==> src/rtl/i2c_stat_pkg.sv <==
package i2c_stat_pkg;
  localparam int unsigned STAT_W    = 8;
  localparam int unsigned B_START   = 0;
  localparam int unsigned B_STOP    = 1;
  localparam int unsigned B_DATA    = 2;
  localparam int unsigned B_RW      = 3;
  localparam int unsigned B_UPD     = 4;
  localparam int unsigned B_BUFFULL = 5;

  typedef struct packed {
    logic bf;
    logic ua;
    logic rw;
    logic da;
    logic sp;
    logic st;
  } flags_t;

  function automatic logic [STAT_W-1:0] pack_status(flags_t f);
    logic [STAT_W-1:0] s;
    s            = '0;
    s[B_START]   = f.st;
    s[B_STOP]    = f.sp;
    s[B_DATA]    = f.da;
    s[B_RW]      = f.rw;
    s[B_UPD]     = f.ua;
    s[B_BUFFULL] = f.bf;
    return s;
  endfunction
endpackage

==> src/rtl/i2c_cond_det.sv <==
module i2c_cond_det (
  input  logic clk_i,
  input  logic rst_ni,
  input  logic scl_i,
  input  logic sda_i,
  output logic start_o,
  output logic stop_o
);
  logic scl_q, sda_q;

  // idle bus is high on both lines
  always_ff @(posedge clk_i or negedge rst_ni) begin
    if (!rst_ni) begin
      scl_q <= 1'b1;
      sda_q <= 1'b1;
    end else begin
      scl_q <= scl_i;
      sda_q <= sda_i;
    end
  end

  always_comb begin
    start_o = scl_q & scl_i & sda_q & ~sda_i;
    stop_o  = scl_q & scl_i & ~sda_q & sda_i;
  end
endmodule

==> src/rtl/i2c_link_flags.sv <==
module i2c_link_flags (
  input  logic clk_i,
  input  logic rst_ni,
  input  logic en_i,
  input  logic start_i,
  input  logic stop_i,
  input  logic addr_match_i,
  input  logic rw_bit_i,
  input  logic ten_bit_i,
  input  logic ack_i,
  input  logic addr_wr_i,
  output logic st_o,
  output logic sp_o,
  output logic rw_o,
  output logic ua_o
);
  logic st_q, sp_q, rw_q, ua_q;

  always_ff @(posedge clk_i or negedge rst_ni) begin
    if (!rst_ni) begin
      st_q <= 1'b0;
      sp_q <= 1'b0;
    end else if (!en_i) begin
      st_q <= 1'b0;
      sp_q <= 1'b0;
    end else if (start_i) begin
      st_q <= 1'b1;
      sp_q <= 1'b0;
    end else if (stop_i) begin
      st_q <= 1'b0;
      sp_q <= 1'b1;
    end
  end

  always_ff @(posedge clk_i or negedge rst_ni) begin
    if (!rst_ni)                                 rw_q <= 1'b0;
    else if (addr_match_i)                       rw_q <= rw_bit_i;
    else if (ack_i || start_i || stop_i)         rw_q <= 1'b0;
  end

  always_ff @(posedge clk_i or negedge rst_ni) begin
    if (!rst_ni)                         ua_q <= 1'b0;
    else if (addr_match_i && ten_bit_i)  ua_q <= 1'b1;
    else if (addr_wr_i)                  ua_q <= 1'b0;
  end

  assign st_o = st_q;
  assign sp_o = sp_q;
  assign rw_o = rw_q;
  assign ua_o = ua_q;

  a_r4_start_stop_excl: assert property (@(posedge clk_i) disable iff (!rst_ni)
    !(st_q && sp_q));
  a_r2_start_sets: assert property (@(posedge clk_i) disable iff (!rst_ni)
    (en_i && start_i) |=> (st_q && !sp_q));
  a_r3_stop_sets: assert property (@(posedge clk_i) disable iff (!rst_ni)
    (en_i && stop_i) |=> (sp_q && !st_q));
  a_r5_disable_clears: assert property (@(posedge clk_i) disable iff (!rst_ni)
    !en_i |=> (!st_q && !sp_q));
  a_r6_rw_capture: assert property (@(posedge clk_i) disable iff (!rst_ni)
    addr_match_i |=> (rw_q == $past(rw_bit_i)));
  a_r8_upd_set: assert property (@(posedge clk_i) disable iff (!rst_ni)
    (addr_match_i && ten_bit_i) |=> ua_q);
endmodule

==> src/rtl/i2c_buf_flags.sv <==
module i2c_buf_flags (
  input  logic clk_i,
  input  logic rst_ni,
  input  logic rx_byte_i,
  input  logic rx_is_addr_i,
  input  logic buf_rd_i,
  input  logic tx_load_i,
  input  logic tx_done_i,
  output logic da_o,
  output logic bf_o
);
  logic da_q, bf_q;

  always_ff @(posedge clk_i or negedge rst_ni) begin
    if (!rst_ni)        da_q <= 1'b0;
    else if (rx_byte_i) da_q <= ~rx_is_addr_i;
  end

  always_ff @(posedge clk_i or negedge rst_ni) begin
    if (!rst_ni)                       bf_q <= 1'b0;
    else if (rx_byte_i || tx_load_i)   bf_q <= 1'b1;
    else if (buf_rd_i || tx_done_i)    bf_q <= 1'b0;
  end

  assign da_o = da_q;
  assign bf_o = bf_q;

  a_r7_data_flag: assert property (@(posedge clk_i) disable iff (!rst_ni)
    rx_byte_i |=> (da_q == !$past(rx_is_addr_i)));
  a_r9_bf_set: assert property (@(posedge clk_i) disable iff (!rst_ni)
    (rx_byte_i || tx_load_i) |=> bf_q);
  a_r10_bf_clear: assert property (@(posedge clk_i) disable iff (!rst_ni)
    (!rx_byte_i && !tx_load_i && (buf_rd_i || tx_done_i)) |=> !bf_q);
endmodule

==> src/rtl/i2c_slv_status.sv <==
module i2c_slv_status
  import i2c_stat_pkg::*;
(
  input  logic              clk_i,
  input  logic              rst_ni,
  input  logic              en_i,
  input  logic              scl_i,
  input  logic              sda_i,
  input  logic              addr_match_i,
  input  logic              rw_bit_i,
  input  logic              ten_bit_i,
  input  logic              ack_i,
  input  logic              addr_wr_i,
  input  logic              rx_byte_i,
  input  logic              rx_is_addr_i,
  input  logic              buf_rd_i,
  input  logic              tx_load_i,
  input  logic              tx_done_i,
  output logic [STAT_W-1:0] status_o
);
  logic   start_det, stop_det;
  flags_t flags;

  i2c_cond_det u_det (
    .clk_i   (clk_i),
    .rst_ni  (rst_ni),
    .scl_i   (scl_i),
    .sda_i   (sda_i),
    .start_o (start_det),
    .stop_o  (stop_det)
  );

  i2c_link_flags u_link (
    .clk_i        (clk_i),
    .rst_ni       (rst_ni),
    .en_i         (en_i),
    .start_i      (start_det),
    .stop_i       (stop_det),
    .addr_match_i (addr_match_i),
    .rw_bit_i     (rw_bit_i),
    .ten_bit_i    (ten_bit_i),
    .ack_i        (ack_i),
    .addr_wr_i    (addr_wr_i),
    .st_o         (flags.st),
    .sp_o         (flags.sp),
    .rw_o         (flags.rw),
    .ua_o         (flags.ua)
  );

  i2c_buf_flags u_buf (
    .clk_i        (clk_i),
    .rst_ni       (rst_ni),
    .rx_byte_i    (rx_byte_i),
    .rx_is_addr_i (rx_is_addr_i),
    .buf_rd_i     (buf_rd_i),
    .tx_load_i    (tx_load_i),
    .tx_done_i    (tx_done_i),
    .da_o         (flags.da),
    .bf_o         (flags.bf)
  );

  assign status_o = pack_status(flags);

  a_r11_idle_hold: assert property (@(posedge clk_i) disable iff (!rst_ni)
    (!addr_match_i && !ack_i && !addr_wr_i && !rx_byte_i && !buf_rd_i &&
     !tx_load_i && !tx_done_i && !start_det && !stop_det && en_i)
    |=> $stable(status_o));
endmodule

==> config.mk <==
export PLATFORM = sky130hd
export DESIGN_NAME = i2c_slv_status
export DESIGN_NICKNAME = d
export VERILOG_FILES = /design/src/rtl/i2c_stat_pkg.sv /design/src/rtl/i2c_cond_det.sv /design/src/rtl/i2c_link_flags.sv /design/src/rtl/i2c_buf_flags.sv /design/src/rtl/i2c_slv_status.sv
export SDC_FILE = /design/constraint.sdc
export NUM_CORES = 1
export LEC_CHECK = 0
export ABC_AREA = 1
export BUFFER_PORTS_ARGS = -buffer_cell sky130_fd_sc_hd__buf_2
export CAP_MARGIN = 0
export CORE_AREA = 2 2 39 41
export CTS_BUF_LIST = sky130_fd_sc_hd__clkbuf_4
export CTS_CLUSTER_SIZE = 40
export DETAILED_ROUTE_END_ITERATION = 8
export DIE_AREA = 0 0 41 43
export RECOVER_POWER = 100
export SYNTH_ARGS = -nofsm -noshare
export SYNTH_HDL_FRONTEND = slang
export SYNTH_SLANG_ARGS = --single-unit
==> constraint.sdc <==
create_clock -name clk_i -period 1.12 [get_ports clk_i]
set_clock_uncertainty 0.15 [all_clocks]
set_input_delay 0.112 -clock clk_i [delete_from_list [all_inputs] [get_ports clk_i]]
set_output_delay 0.112 -clock clk_i [all_outputs]
set_load 0.02 [all_outputs]
==> results of run 1 <==
-- kinds of logic after synthesis --
group	count (synthesis)
and+or+nand+nor	17
DFF	8
AOI/OAI and AO/OA	4
buffers and inverters	12
other	1
-- per-layer routing --
layer / vias to the layer above / part of all wire, %
met5: - / 0
met4: 0 / 1.6
met3: 2 / 7.6
met2: 15 / 56
met1: 167 / 35
li1: 179 / -
-- registers in the layout (all words and copies together), names as in the netlist --
signal,count
u_link.ua_o,1
u_link.sp_o,1
u_buf.bf_o,1
u_buf.da_o,1
u_det.scl_q,1
u_det.sda_q,1
u_link.st_o,1
u_link.rw_o,1
-- where the power goes --
group          switching, mW  internal, mW  total, mW
clock network          0.101         0.161      0.262
logic                 0.0719        0.0712      0.143
registers             0.0101         0.309      0.320
-- how the worst max path moves through the flow --
| stage | endpoint | slack, ns | depth (start not counted) |
|---|---|---|---|
| after floorplan | u_link.rw_o$_DFFE_PN0P_ | 0.06 | 5 |
| after global placement | u_link.rw_o$_DFFE_PN0P_ | 0.05 | 5 |
| after detailed placement | u_link.rw_o$_DFFE_PN0P_ | 0.02 | 5 |
| after CTS | u_link.sp_o$_DFFE_PN0P_ | 0.02 | 5 |
| after global routing | u_link.sp_o$_DFFE_PN0P_ | -0.007 | 5 |
| final | u_link.sp_o$_DFFE_PN0P_ | 0.03 | 5 |
-- what timing repair did --
item | in CTS | in global routing
hold buffers | 14 | 0
gates resized for setup | 0 | 10
hold endpoints to repair | 16 | 0
setup endpoints to repair | 0 | 3
-- area by class of cell --
type                            instances  area (sq um)  area share, %
Clock buffer                            4          30.0           4.68
Inverter                                4          20.0           3.12
Multi-Input combinational cell         23           136           21.2
Sequential cell                         8           203           31.6
Tap cell                               16          20.0           3.12
Timing Repair Buffer                   33           233           36.3
-- metrics by stage --
stage / std cells / area, sq um / worst slack, ns / hold WS, ns / total power [mW]
6_report: 88 / 642 / 0.0302 / 0.162 / 0.724
5_1_grt: 88 / 642 / -0.00704 / 0.205 / 0.767
4_1_cts: 89 / 622 / 0.0184 / 0.0796 / 0.730
3_5_place_dp: 71 / 452 / 0.0222 / -0.183 / 0.421
3_3_place_gp: 71 / 452 / 0.0458 / -0.188 / 0.418
2_1_floorplan: 43 / 392 / 0.0621 / -0.334 / 0.394
-- cell usage in the layout, fill, tap and decap left out --
cell            n
clkbuf_2        6
a21oi_1         2
clkbuf_1        2
nor2_4          1
inv_1           2
conb_1          2
nand2_2         3
nor2_2          1
clkbuf_4        4
dfstp_2         2
inv_4           2
nor3b_2         1
nand3_1         1
dlygate4sd3_1  14
dfrtp_1         6
a21oi_2         1
o21ai_0         1
buf_2          11
nand2_1         6
nand3_4         1
nor2_1          3
==> summary.txt, run 1 <==
Run status
  – Status: completed

Clock tree
  – Post-CTS Setup Inserts: 0
  – Clock Tree Root: clkbuf_4
  – Clock transition at path regs: 0.06 ns
  – H-tree depth: 1
  – # clock sinks: 8
  – Num CTS Buffers: 3
  – Max Buffers Root-to-Sink: 2
  – CTS tree: built
  – Worst skew pair latency: about 0.26 ns

Finish
  – Fill cells: roughly 150
  – Nets: between 80 and 90
  – Ant. Diodes: 0
  – Layout cell share with drive strength beyond 1: 45.8%
  – Final Util: 46.4%
  – Area delta synth->final: 65.5%

Timing
  – Highest clock rate: 918 MHz
  – Setup TNS: 0 ns
  – Fin. max-slew vios: 0
  – Final-report setup violation count: 0
  – Min Tclk post-route: roughly 1.1 ns
  – Period utilization: a little over nine tenths
  – Total count of hold-check failures in the final report: 0

Logic synthesis
  – Synth top area cells: dfrtp_1 39%, buf_4 15%, dfstp_2 14%
  – Count leader, synth: nand2_1
  – XOR/XNOR share of the synthesized area: 0%
  – Netlist Area Pre-Place: slightly below 400 sq um
  – Register area share after synthesis: 52.3%
  – Top_reg_cell synth: dfrtp_1
  – Post-synth top cells: 9 x nand2_1, 8 x buf_4, 6 x dfrtp_1
  – Mux cell area share after synthesis: 0%
  – Syn Inst Count: 42
  – Synthesis Warnings: 0
  – Simple-gate portion of the synthesized area: 21.3%
  – Post-synth top area cell: dfrtp_1
  – Post-synth EDFFs: 0
  – Compound-Gate Fraction of Synth Area: 6.13%
  – Post-synthesis adder-cell area fraction: 0%
  – Top-area cell type share of the netlist area: roughly 39%
  – Synth cell types: 15
  – Largest family of logic cells by synthesized area: simple AND/OR/NAND/NOR gates
  – Post-synthesis register bit count: 8
  – Avg Cell Area, Syn: slightly above 9 sq um
  – Async SR Flop Fraction: 100%

Critical path
  – Crit path max-delay family: flip-flops
  – Endpoint class of the critical path: flop
  – Critical path arrival: roughly 1.1 ns
  – Startpoint Class: flop
  – Crit path max fanout: 3
  – Reg-to-reg endpoint: u_link.sp_o$_DFFE_PN0P_
  – Worst Path Required: about 1.1 ns
  – Critical Path Source: u_det.scl_q$_DFF_PN1_
  – Critical path's largest stage delay: 0.52 ns
  – R2R depth: 5
  – Setup CP Type: reg2reg
  – Buffers & Inverters on Critical Path: 1
  – Most frequent CP cell: nand2_2
  – CP max stage cell: dfstp_2
  – Worst R2R Start: u_det.scl_q$_DFF_PN1_
  – Reg2Reg Setup Slack: roughly 0.03 ns
  – Worst-path cell chain: nand2_2 > inv_4 > nand3_4 > nand2_2 > nor2_2

Placed design
  – I/O Buffers: 20
  – GPL Wtd Cong: slightly below 0.7
  – HPWL after DPL: ~550 um

Global routing
  – Met2 Use GR: between 20% and 30%
  – GRT met1 Usage: between 10% and 20%
  – Largest net degree at the start of global routing: 9
  – Met3 GRT Util: 7.85%
  – GRT Resource Usage Total: between 10 and 15%
  – Initial antenna violation count: 0
  – GRT overflow: 0
  – Top Usage Layer GRT: met2
  – Number of global-route vias before repair: 375
  – First-pass GRT wire length: roughly 1400 um

Drt
  – Wirelength, routed: roughly 890 um
  – Number of antenna-violating nets in the routed design: 0
  – Drt wl/cell: a little over 10 um
  – 1st-iter DRT viols: 1
  – TritonRoute pass-1 iters: 2
  – Vias: between 300 and 400
  – Vias/cell: slightly above 4
  – DRC viols: 0

Floorplan
  – Row cnt: 14
  – Core area: roughly 1400 sq um
  – Die H: approximately 43 um
  – Starting Density: roughly 28%
  – Die ar.: 1760 sq um
  – Die width: between 40 and 50 um
  – IO Count: 23

Power
  – Pwr dens: between 1000 and 1500 nW/um^2
  – Max rail drop VDD: between 0.6 and 0.7 mV
  – Leak pwr: around 0.31 nW

Flow run
  – MaxCap Viol Count: 0

Worst hold path
  – Worst hold path type: in2async
(Power assumes the default switching activity.)
==> run 2: changes to the inputs <==
--- a/config.mk
+++ b/config.mk
@@ -5,7 +5,7 @@
 export SDC_FILE = /design/constraint.sdc
 export NUM_CORES = 1
 export LEC_CHECK = 0
-export ABC_AREA = 1
+export ABC_AREA = 0
 export BUFFER_PORTS_ARGS = -buffer_cell sky130_fd_sc_hd__buf_2
 export CAP_MARGIN = 0
 export CORE_AREA = 2 2 39 41
==> constraint.sdc (replaced) <==
create_clock -name clk_i -period 1.12 [get_ports clk_i]
set_clock_uncertainty 0.15 [all_clocks]
set_input_delay 0.056 -clock clk_i [delete_from_list [all_inputs] [get_ports clk_i]]
set_output_delay 0.056 -clock clk_i [all_outputs]
set_load 0.02 [all_outputs]
==> run 2 against run 1 <==
  * The run now ends with setup timing left
  * Sequential share of layout area grew 1.5 points
  * Design area down 4.7%
  * Routed wire length is 3.6% lower
  * Critical path type unchanged
==> summary.txt, run 2 <==
Critical path
  – R2R depth: 3 (was 5)
  – Startpoint Class: flop (unchanged)
  – Endpoint class of the critical path: flop (unchanged)
  – Setup CP Type: reg2reg (unchanged)
  – Critical path arrival: 1.25 ns (was 1.08 ns)
  – Reg-to-reg endpoint: u_link.rw_o$_DFFE_PN0P_ (was u_link.sp_o$_DFFE_PN0P_)
  – Reg2Reg Setup Slack: -0.14 ns (was 0.03 ns)
  – Worst Path Required: 1.11 ns (about the same)
  – Worst R2R Start: u_det.sda_q$_DFF_PN1_ (was u_det.scl_q$_DFF_PN1_)
  – Crit path max fanout: 2 (was 3)

Finish
  – Nets: 84 (was 88)
  – Layout cell share with drive strength beyond 1: 36.8% (was 45.8%)
  – Most common cell after layout, fill and taps aside: dlygate4sd3_1 (unchanged)
  – Multi-input logic area: 114 sq um (was 136 sq um)
  – Area delta synth->final: 59.3% (was 65.5%)
  – Sequential cell area: 203 sq um (unchanged)
  – Ant. Diodes: 0 (unchanged)
  – Commonest cells after routing, fill and taps aside: 13 x dlygate4sd3_1, 11 x buf_2, 6 x clkbuf_2, 6 x dfrtp_1, 4 x clkbuf_4 (was 14 x dlygate4sd3_1, 11 x buf_2, 6 x nand2_1, 6 x clkbuf_2, 6 x dfrtp_1)
  – Fill cells: 138 (was 149)

Timing
  – Total count of hold-check failures in the final report: 0 (unchanged)
  – Fin. max-slew vios: 0 (unchanged)
  – Highest clock rate: 794 MHz (was 918 MHz)
  – Min Tclk post-route: 1.26 ns (was 1.09 ns)
  – Period utilization: 112% (was 97.3%)
  – Final-report setup violation count: 2 (was 0)
  – Post-route setup slack: -0.139 ns (was 0.0302 ns)
  – Setup TNS: -0.144 ns (was 0 ns)
  – RSZ-0062 raised after global routing: true

Logic synthesis
  – Simple-gate portion of the synthesized area: 10.1% (was 21.3%)
  – Post-synth EDFFs: 0 (unchanged)
  – Count leader, synth: buf_4 (was nand2_1)
  – Netlist Area Pre-Place: 384 sq um (was 388 sq um)
  – Synth cell types: 17 (was 15)
  – Largest family of logic cells by synthesized area: buffers and inverters (was simple AND/OR/NAND/NOR gates)
  – XOR/XNOR share of the synthesized area: 2.28% (was 0%)
  – Syn Inst Count: 37 (was 42)
  – Register area share after synthesis: 52.8% (was 52.3%)
  – Post-synthesis adder-cell area fraction: 0% (unchanged)
  – Compound-Gate Fraction of Synth Area: 12.7% (was 6.13%)
  – Top-area cell type share of the netlist area: 39.1% (was 38.7%)
  – Top_reg_cell synth: dfrtp_1 (unchanged)
  – Post-synthesis register bit count: 8 (unchanged)
  – Post-synth top cells: 8 x buf_4, 6 x dfrtp_1, 3 x inv_1, 3 x nand2_1 (was 9 x nand2_1, 8 x buf_4, 6 x dfrtp_1)
  – Mux cell area share after synthesis: 2.61% (was 0%)
  – Async SR Flop Fraction: 100% (unchanged)
  – Post-synth top area cell: dfrtp_1 (unchanged)
  – Synthesis Warnings: 0 (unchanged)
  – Avg Cell Area, Syn: 10.4 sq um (was 9.24 sq um)
  – Synth top area cells: dfrtp_1 39%, buf_4 16%, dfstp_2 14% (was dfrtp_1 39%, buf_4 15%, dfstp_2 14%)

Floorplan
  – Die width: 41 um (unchanged)
  – IO Count: 23 (unchanged)
  – Die ar.: 1760 sq um (unchanged)
  – Starting Density: 27.8% (was 28.0%)
  – Row cnt: 14 (unchanged)
  – Die H: 43 um (unchanged)
  – Core area: 1380 sq um (unchanged)

Drt
  – 1st-iter DRT viols: 5 (was 1)
  – Vias: 358 (was 363)
  – Number of antenna-violating nets in the routed design: 0 (unchanged)
  – TritonRoute pass-1 iters: 4 (was 2)
  – Wirelength, routed: 857 um (was 889 um)
  – DRC viols: 0 (unchanged)
  – Drt wl/cell: 10.2 um (was 10.1 um)
  – Vias/cell: 4.26 (was 4.13)

Global routing
  – GRT Resource Usage Total: 11.7% (was 12.9%)
  – Number of global-route vias before repair: 343 (was 375)
  – GRT overflow: 0 (unchanged)
  – Initial antenna violation count: 0 (unchanged)
  – Largest net degree at the start of global routing: 9 (unchanged)
  – First-pass GRT wire length: 1320 um (was 1410 um)

Clock tree
  – Clock Tree Root: clkbuf_4 (unchanged)
  – CTS tree: built (unchanged)
  – Post-CTS Setup Inserts: 0 (unchanged)
  – # clock sinks: 8 (unchanged)
  – H-tree depth: 1 (unchanged)
  – Max Buffers Root-to-Sink: 2 (unchanged)
  – Num CTS Buffers: 3 (unchanged)
  – Worst skew pair latency: 0.26 ns (about the same)
  – Clock transition at path regs: 0.05 ns (was 0.06 ns)

Placed design
  – HPWL after DPL: 560 um (was 548 um)
  – I/O Buffers: 20 (unchanged)
  – GPL Wtd Cong: 0.665 (was 0.679)
  – Setup slack at placement: -0.140 ns (was 0.0222 ns)

Power
  – Max rail drop VDD: 0.790 mV (was 0.684 mV)
  – Leak pwr: 0.304 nW (was 0.312 nW)
  – Total power draw: 0.734 mW (was 0.724 mW)
  – Pwr dens: 1200 nW/um^2 (was 1130 nW/um^2)

Flow run
  – MaxCap Viol Count: 0 (unchanged)

Run status
  – Status: finished, violations left (was completed)
  – Failing checks: setup timing

Worst hold path
  – Worst Hold End: u_link.rw_o$_DFFE_PN0P_
  – Hold path start: scl_i
  – Worst hold path type: in2reg (was in2async)
  – Hold Path Cell Cnt: 3
==> run 2: timing repair <==
item,in CTS,in global routing
pin swaps,2,4
setup endpoints to repair,2,3
hold buffers,13,0
endpoints found under the hold margin,16,0
resized for setup,1,0
==> run 2: worst max path at each step <==
stage                          startpoint                       to  slack, ns
floorplan           u_det.sda_q$_DFF_PN1_  u_link.rw_o$_DFFE_PN0P_      -0.08
global placement    u_det.sda_q$_DFF_PN1_  u_link.rw_o$_DFFE_PN0P_      -0.09
detailed placement  u_det.sda_q$_DFF_PN1_  u_link.rw_o$_DFFE_PN0P_      -0.14
CTS                 u_det.sda_q$_DFF_PN1_  u_link.rw_o$_DFFE_PN0P_      -0.15
global route        u_det.sda_q$_DFF_PN1_  u_link.rw_o$_DFFE_PN0P_      -0.22
finish              u_det.sda_q$_DFF_PN1_  u_link.rw_o$_DFFE_PN0P_      -0.14
==> run 2: worst max-delay path, stage by stage, from the launching register on <==
cell     delay (ns)
dfstp_2        0.53
xor2_1         0.14
nand3_1        0.09
a32o_1         0.23
==> run 2: area by class of cell <==
type | count | area share, %
flip-flops and latches | 8 | 33.1
multi-input cells | 19 | 18.6
repair buffers | 34 | 38.2
inverters | 3 | 1.84
clock buffers | 4 | 4.91
well taps | 16 | 3.27
==> run 2: kinds of logic (layout without fill, tap and decap cells) <==
logic type      Yosys count  in the layout
mux                       1              1
simple gates              8              8
flops                     8              8
other cells               1              2
buf+inv                  11             41
xor+xnor                  1              1
compound gates            7              7
==> run 2: report_power, final <==
| group | internal (mW) | leakage (nW) | switching [mW] |
|---|---|---|---|
| Clock | 0.161 | 0.0184 | 0.108 |
| Combinational | 0.0736 | 0.190 | 0.0677 |
| Sequential | 0.312 | 0.0947 | 0.0124 |
| Total | 0.546 | 0.304 | 0.188 |
==> run 2: through the flow <==
stage | utilization, % | hold WS, ns | cell area, sq um | cells
after detailed placement | 32.9 | -0.244 | 455 | 67
after global placement | 32.9 | -0.249 | 455 | 67
after floorplan | - | -0.390 | 388 | 38
final | 44.2 | 0.0398 | 612 | 84
after CTS | 44.5 | 0.00862 | 616 | 84
after global routing | 44.2 | 0.0555 | 612 | 84
==> run 2: routing by layer <==
metal | share of wire (%) | up-vias | global-route usage [%]
met5 | 0 | - | 0
met4 | 1.9 | 0 | 4.00
met3 | 10 | 2 | 7.85
met2 | 48 | 17 | 16.3
met1 | 40 | 163 | 14.1
li1 | - | 176 | -
